<file path="config.mk">
export PLATFORM = sky130hd
export DESIGN_NAME = load_res_est_seq
export DESIGN_NICKNAME = d
export VERILOG_FILES = /design/src/rtl/lres_pkg.sv /design/src/rtl/lres_err_detect.sv /design/src/rtl/lres_episode_ctrl.sv /design/src/rtl/lres_sample_mac.sv /design/src/rtl/load_res_est_seq.sv
export SDC_FILE = /design/constraint.sdc
export NUM_CORES = 2
export LEC_CHECK = 0
export BUFFER_PORTS_ARGS = -buffer_cell sky130_fd_sc_hd__buf_2
export CORE_MARGIN = 2
export CORE_UTILIZATION = 50
export CTS_BUF_LIST = sky130_fd_sc_hd__clkbuf_2 sky130_fd_sc_hd__clkbuf_4 sky130_fd_sc_hd__clkbuf_8
export DETAILED_ROUTE_END_ITERATION = 12
export HOLD_SLACK_MARGIN = 0.1
export MAX_ROUTING_LAYER = met4
export PLACE_DENSITY = 0.69
export SYNTH_ARGS = -nofsm -noshare
export SYNTH_HDL_FRONTEND = slang
export SYNTH_SLANG_ARGS = --single-unit
</file>
<file path="constraint.sdc">
create_clock -name clk -period 6.3 [get_ports clk]
set_input_delay 0.315 -clock clk [delete_from_list [all_inputs] [get_ports clk]]
set_output_delay 0.315 -clock clk [all_outputs]
set_load 0.05 [all_outputs]
</file>
<file path="src/rtl/lres_pkg.sv">
package lres_pkg;

    // Trigger ratio: error must exceed ripple * TRIG_NUM / TRIG_DEN
    localparam int TRIG_NUM = 13;
    localparam int TRIG_DEN = 10;

    typedef enum logic {
        ST_IDLE = 1'b0,
        ST_RUN  = 1'b1
    } lres_state_e;

    // capture strobe handed from the episode controller to the accumulator
    typedef struct packed {
        logic en;     // sample present on this tick
        logic first;  // first sample of the episode (no product yet)
    } cap_evt_t;

    function automatic logic in_window(input int idx, input int lo, input int hi);
        return (idx >= lo) && (idx <= hi);
    endfunction

endpackage

</file>
<file path="src/rtl/lres_err_detect.sv">
module lres_err_detect
    import lres_pkg::*;
#(
    parameter int W = 16
) (
    input  logic signed [W-1:0] i_meas,
    input  logic signed [W-1:0] i_ref,
    input  logic        [W-1:0] ripple_exp,
    output logic                exceed
);
    localparam int DW = W + 1;
    localparam int LW = W + 6;

    logic signed [DW-1:0] diff;
    logic        [DW-1:0] mag;
    logic        [LW-1:0] lhs;
    logic        [LW-1:0] rhs;

    always_comb begin
        diff = DW'(i_meas) - DW'(i_ref);
        mag  = diff[DW-1] ? DW'(-diff) : DW'(diff);
        lhs  = LW'(mag) * LW'(TRIG_DEN);
        rhs  = LW'(ripple_exp) * LW'(TRIG_NUM);
        exceed = lhs > rhs;
    end

endmodule

</file>
<file path="src/rtl/lres_episode_ctrl.sv">
module lres_episode_ctrl
    import lres_pkg::*;
#(
    parameter int EP_TICKS  = 8,
    parameter int CAP_FIRST = 2,
    parameter int NSAMP     = 5,
    parameter int HOLDOFF   = 16
) (
    input  logic     clk,
    input  logic     rst,
    input  logic     tick,
    input  logic     exceed,
    output logic     start,
    output logic     busy,
    output logic     done,
    output cap_evt_t cap
);
    localparam int NW = $clog2(EP_TICKS + 1);
    localparam int HW = $clog2(HOLDOFF + 1);
    localparam int CAP_LAST = CAP_FIRST + NSAMP - 1;

    lres_state_e    state;
    logic [NW-1:0]  nt;
    logic [HW-1:0]  hold;
    int             nxt;

    always_comb begin
        nxt       = int'(nt) + 1;
        start     = (state == ST_IDLE) && tick && (hold == '0) && exceed;
        cap.en    = (state == ST_RUN) && tick && in_window(nxt, CAP_FIRST, CAP_LAST);
        cap.first = nxt == CAP_FIRST;
    end

    always_ff @(posedge clk) begin
        if (rst) begin
            state <= ST_IDLE;
            nt    <= '0;
            hold  <= '0;
            done  <= 1'b0;
        end else begin
            done <= 1'b0;
            case (state)
                ST_IDLE: begin
                    if (start) begin
                        state <= ST_RUN;
                        nt    <= '0;
                    end else if (tick && hold != '0) begin
                        hold <= hold - 1'b1;
                    end
                end
                ST_RUN: begin
                    if (tick) begin
                        if (nxt == EP_TICKS) begin
                            state <= ST_IDLE;
                            nt    <= '0;
                            hold  <= HW'(HOLDOFF);
                            done  <= 1'b1;
                        end else begin
                            nt <= NW'(nxt);
                        end
                    end
                end
                default: state <= ST_IDLE;
            endcase
        end
    end

    assign busy = state == ST_RUN;

endmodule

</file>
<file path="src/rtl/lres_sample_mac.sv">
module lres_sample_mac
    import lres_pkg::*;
#(
    parameter int W  = 16,
    parameter int SW = 34
) (
    input  logic                 clk,
    input  logic                 rst,
    input  logic                 clear,
    input  cap_evt_t             cap,
    input  logic signed [W-1:0]  x,
    output logic signed [SW-1:0] sum_xy,
    output logic signed [SW-1:0] sum_xx
);
    localparam int PW = 2 * W;

    logic signed [W-1:0]  prev;
    logic signed [PW-1:0] p_xy;
    logic signed [PW-1:0] p_xx;
    logic signed [SW-1:0] e_xy;
    logic signed [SW-1:0] e_xx;

    always_comb begin
        p_xy = prev * x;
        p_xx = prev * prev;
        e_xy = {{(SW-PW){p_xy[PW-1]}}, p_xy};
        e_xx = {{(SW-PW){p_xx[PW-1]}}, p_xx};
    end

    always_ff @(posedge clk) begin
        if (rst) begin
            prev   <= '0;
            sum_xy <= '0;
            sum_xx <= '0;
        end else if (clear) begin
            prev   <= '0;
            sum_xy <= '0;
            sum_xx <= '0;
        end else if (cap.en) begin
            prev <= x;
            if (!cap.first) begin
                sum_xy <= sum_xy + e_xy;
                sum_xx <= sum_xx + e_xx;
            end
        end
    end

endmodule

</file>
<file path="src/rtl/load_res_est_seq.sv">
module load_res_est_seq
    import lres_pkg::*;
#(
    parameter int W         = 16,
    parameter int GUARD     = 2,
    parameter int EP_TICKS  = 8,
    parameter int CAP_FIRST = 2,
    parameter int NSAMP     = 5,
    parameter int HOLDOFF   = 16
) (
    input  logic                         clk,
    input  logic                         rst,
    input  logic                         tick,
    input  logic signed [W-1:0]          i_meas,
    input  logic signed [W-1:0]          i_ref,
    input  logic        [W-1:0]          ripple_exp,
    output logic                         lvl_force_zero,
    output logic                         busy,
    output logic                         done,
    output logic signed [2*W+GUARD-1:0]  sum_xy,
    output logic signed [2*W+GUARD-1:0]  sum_xx
);
    localparam int SW = 2 * W + GUARD;

    logic     exceed;
    logic     start;
    logic     run;
    cap_evt_t cap;

    lres_err_detect #(.W(W)) u_det (
        .i_meas    (i_meas),
        .i_ref     (i_ref),
        .ripple_exp(ripple_exp),
        .exceed    (exceed)
    );

    lres_episode_ctrl #(
        .EP_TICKS (EP_TICKS),
        .CAP_FIRST(CAP_FIRST),
        .NSAMP    (NSAMP),
        .HOLDOFF  (HOLDOFF)
    ) u_ctl (
        .clk   (clk),
        .rst   (rst),
        .tick  (tick),
        .exceed(exceed),
        .start (start),
        .busy  (run),
        .done  (done),
        .cap   (cap)
    );

    lres_sample_mac #(.W(W), .SW(SW)) u_mac (
        .clk   (clk),
        .rst   (rst),
        .clear (start),
        .cap   (cap),
        .x     (i_meas),
        .sum_xy(sum_xy),
        .sum_xx(sum_xx)
    );

    assign busy           = run;
    assign lvl_force_zero = run;

endmodule

</file>
==> impl_metrics.py <==
metrics = {
    "floorplanning": {
        "dieArea_sq_um": 59000,
        "die_x_microns": 243,
        "initial_core_util_pct": 50.6,
        "coreArea_sq_um": 56400,
        "io_pins": 122,
        "rows": 87,
        "fp.dieH_microns": 243,
    },
    "synth": {
        "netlist_instances": 3169,
        "synth_fp_nets": 4133,
        "syn-cell-area_sq_um": 28500,
        "ys_seq_area_share_pct": 6.67,
        "synth_area_per_cell_sq_um": 9.00,
        "synth-main-ff-cell": "dfxtp_1",
        "synth-seq-cells": 95,
        "synth_cell_types": 76,
        "async_flop_share_pct": 0,
        "synth-edff-count": 0,
        "ys_warn_count": 0,
    },
    "critical_path": {
        "worstPathArrival_ns": 6.59,
        "max_stage_delay_ns": 0.55,
        "cp.required_ns": 6.70,
        "cp-end-kind": "flop",
        "cp_top_family": "adder cells",
        "start_kind": "flop",
        "crit_chain": "buf_4 > and2_4 > fa_1 > inv_2 > fa_1 > inv_1 > ha_2 > fa_1 > inv_1 > fa_1 > fa_1 > inv_2 > ha_4 > a21o_1 > or3_4 > o221a_4 > o31a_1 > a2bb2oi_4 > a31o_4 > o21ai_4 > o21ai_2 > or3_1 > a31oi_1",
        "r2r_cells": 23,
        "worst-path-buf-inv": 5,
        "reg2reg_slack_ns": 0.12,
        "worst-setup-path-type": "flop to flop",
        "cpMostUsedCell": "fa_1",
        "r2r-start": "u_mac.prev[6]$_SDFFE_PP0P_",
        "r2r_end": "u_mac.sum_xx[33]$_SDFFE_PP0P_",
        "slowest_stage": "fa_1",
        "critPathMaxFanout": 6,
    },
    "power": {
        "swShare_pct": 45.2,
        "cellLeakagePower_uw": 0.0169,
        "p_clk_share_pct": 12.0,
        "combPwrFrac_pct": 72.0,
        "p_int_uw": 2130,
        "switchingPower_uw": 1750,
        "peakVddDrop_uv": 212,
        "p_per_area_nw_per_um2": 115,
        "seqPwrFrac_pct": 16.0,
        "power_uw": 3880,
    },
    "route": {
        "ant_nets": 0,
        "avgViaCountPerCell": 5.16,
        "wl_per_cell_microns": 16.0,
        "wirelength_microns": 69100,
        "num_vias": 22271,
        "drc": 0,
        "drt_iter0_drc": 1141,
        "dr.pass1.iters": 7,
    },
    "timing": {
        "fmax_mhz": 162,
        "tightestPinTransition_ns": 1.04,
        "tns_ns": 0,
        "rsz0062_at_grt": "true",
        "final.setup_skew_ns": 0.0172,
        "relSlewSlack_pct": 30.5,
        "hold_violations": 0,
        "setup_viol": 0,
        "finalCritPeriodShare_pct": 98.2,
        "drv_slew": 0,
        "min_period_ns": 6.18,
    },
    "clocking": {
        "cts_sinks": 95,
        "htreeDepth": 3,
        "cts_made_buffers": 9,
        "worstSkewPairLatency_ns": 0.48,
        "cts_buffer_depth": 2,
        "path_clk_slew_ns": 0.12,
        "cts_tree": "built",
        "cts_root_buf": "clkbuf_8",
    },
    "worst_hold_path": {
        "hold_start": "rst",
        "hold_depth": 2,
        "whs_endpoint": "u_ctl.hold[1]$_SDFFE_PP0P_",
        "min_path_type": "input pin to flop",
    },
    "grt": {
        "gr-total-overflow": 0,
        "grt_max_degree": 60,
        "track_usage_pct": 25.3,
        "grt_pass1_vias": 23528,
        "grt_antenna_before_repair": 3,
        "grt_pass1_wl_microns": 116000,
    },
    "outcome": {
        "outcome": "finished clean",
    },
    "layout": {
        "drive_above_1_share_pct": 20.0,
        "final_cell_mix": "700 x inv_1, 592 x fa_1, 331 x buf_4",
        "final_common_cell": "inv_1",
        "syn2layout_area_growth_pct": 18.6,
        "finalInstanceArea_sq_um": 33800,
        "finalNetCount": 4519,
        "layoutNonFillerInstCount": 4318,
        "n_fill_cell": 4951,
    },
    "placement": {
        "dp.cells": 4276,
        "gp_congestion": 0.933,
        "placed_area_sq_um": 32400,
        "port_buffers": 121,
        "hpwl_microns": 57600,
    },
    "flow_run": {
        "cap_violations": 0,
    },
}
-- final cells by class --
type | count | area (sq um) | share of cell area (%)
antenna | 2 | 5.00 | 0.0148
clock buffer | 10 | 131 | 0.388
clock inverter | 6 | 50.0 | 0.148
inverter | 711 | 2670 | 7.90
multi-input combinational | 2252 | 24500 | 72.4
sequential | 95 | 1950 | 5.76
tap | 756 | 946 | 2.79
timing repair buffer | 486 | 3590 | 10.6
-- how the worst max path moves through the flow --
stage / from / endpoint / slack, ns / cells past startpoint
final: u_mac.prev[6]$_SDFFE_PP0P_ / u_mac.sum_xx[33]$_SDFFE_PP0P_ / 0.12 / 23
after CTS: u_mac.prev[5]$_SDFFE_PP0P_ / u_mac.sum_xx[33]$_SDFFE_PP0P_ / 0.0001 / 23
after global placement: i_meas[0] / u_mac.sum_xy[4]$_SDFFE_PP0P_ / -0.47 / 32
after global routing: u_mac.prev[7]$_SDFFE_PP0P_ / u_mac.sum_xx[30]$_SDFFE_PP0P_ / -0.13 / 22
after floorplan: i_meas[4] / u_mac.sum_xy[30]$_SDFFE_PP0P_ / 0.005 / 25
after detailed placement: i_meas[0] / u_mac.sum_xy[16]$_SDFFE_PP0P_ / -0.65 / 32
-- registers in the layout, summed over array words and instances, names as in the netlist --
signal,count
u_ctl.done,1
u_mac.sum_xy,34
u_mac.prev,16
u_ctl.busy,1
u_ctl.nt,4
u_ctl.hold,5
u_mac.sum_xx,34
-- power groups by stage --
stage | Clock [uW] | Combinational [uW] | Sequential (uW)
floorplan | 0 | 1610 | 647
global placement | 0 | 2420 | 637
detailed placement | 0 | 2460 | 637
CTS | 485 | 2580 | 623
global route | 495 | 3100 | 621
finish | 466 | 2790 | 619
-- timing repair --
action | in CTS | in global routing
gates resized for setup | 35 | 229
cloned | 1 | 0
pin swaps | 11 | 136
endpoints found under the setup margin | 86 | 89
hold buffers | 0 | 0
buffers inserted | 5 | 21
-- synthesized netlist by cell type, types with 3 or more instances --
| master | instances | area, sq um |
|---|---|---|
| a211o_1 | 6 | 52.6 |
| a211oi_1 | 12 | 90.1 |
| a21boi_0 | 3 | 22.5 |
| a21o_1 | 31 | 233 |
| a21oi_1 | 148 | 741 |
| a221o_1 | 4 | 40.0 |
| a311oi_1 | 3 | 26.3 |
| a31o_2 | 6 | 52.6 |
| a31oi_1 | 16 | 100 |
| and2_1 | 151 | 945 |
| and3_1 | 9 | 56.3 |
| buf_2 | 3 | 15.0 |
| buf_4 | 7 | 52.6 |
| clkbuf_1 | 99 | 372 |
| dfxtp_1 | 95 | 1900 |
| fa_1 | 601 | 12000 |
| ha_1 | 312 | 3900 |
| inv_1 | 710 | 2670 |
| mux2i_1 | 19 | 190 |
| nand2_1 | 325 | 1220 |
| nand2b_1 | 31 | 194 |
| nand3_1 | 25 | 125 |
| nand3b_1 | 4 | 30.0 |
| nand4_1 | 9 | 56.3 |
| nor2_1 | 161 | 604 |
| nor2b_1 | 25 | 156 |
| nor3_1 | 34 | 170 |
| nor3b_1 | 5 | 37.5 |
| nor4b_1 | 5 | 43.8 |
| o2111ai_1 | 5 | 43.8 |
| o211ai_1 | 8 | 60.1 |
| o21a_1 | 16 | 120 |
| o21ai_0 | 60 | 300 |
| o21ai_1 | 5 | 25.0 |
| o21bai_1 | 10 | 75.1 |
| o22ai_1 | 3 | 18.8 |
| o31a_1 | 6 | 52.6 |
| o31ai_1 | 4 | 30.0 |
| or2_2 | 6 | 37.5 |
| or3_1 | 9 | 56.3 |
| or4_1 | 7 | 52.6 |
| or4b_1 | 3 | 30.0 |
| xnor2_1 | 82 | 718 |
| xor2_1 | 44 | 385 |
-- cells by family (layout without fill, tap and decap cells) --
logic type | Yosys count | after routing | share of synthesized area, %
XOR/XNOR | 126 | 126 | 3.87
adder cells (fa/ha/maj) | 913 | 913 | 55.9
AO/OA/AOI/OAI | 375 | 375 | 8.29
multiplexers | 21 | 21 | 0.746
flip-flops | 95 | 95 | 6.67
buffers and inverters | 822 | 1213 | 10.9
AND/OR/NAND/NOR | 817 | 817 | 13.7
other | 0 | 2 | 0
-- per-stage QoR --
| step | util [%] | worst slack (ns) | hold WS (ns) |
|---|---|---|---|
| 6_report | 60.0 | 0.116 | 0.143 |
| 3_3_place_gp | 57.4 | -0.474 | 0.455 |
| 5_1_grt | 60.0 | -0.130 | 0.151 |
| 4_1_cts | 58.1 | 0.000141 | 0.104 |
| 2_1_floorplan | - | 0.00478 | 0.445 |
| 3_5_place_dp | 57.4 | -0.652 | 0.469 |
-- layer usage --
layer  track usage [%]  wire length (microns)
met5                 -                      0
met4              7.85                   2300
met3              2.45                   2590
met2              42.2                  34800
met1              32.7                  29500
No activity file was read; power rests on OpenSTA's default activity.
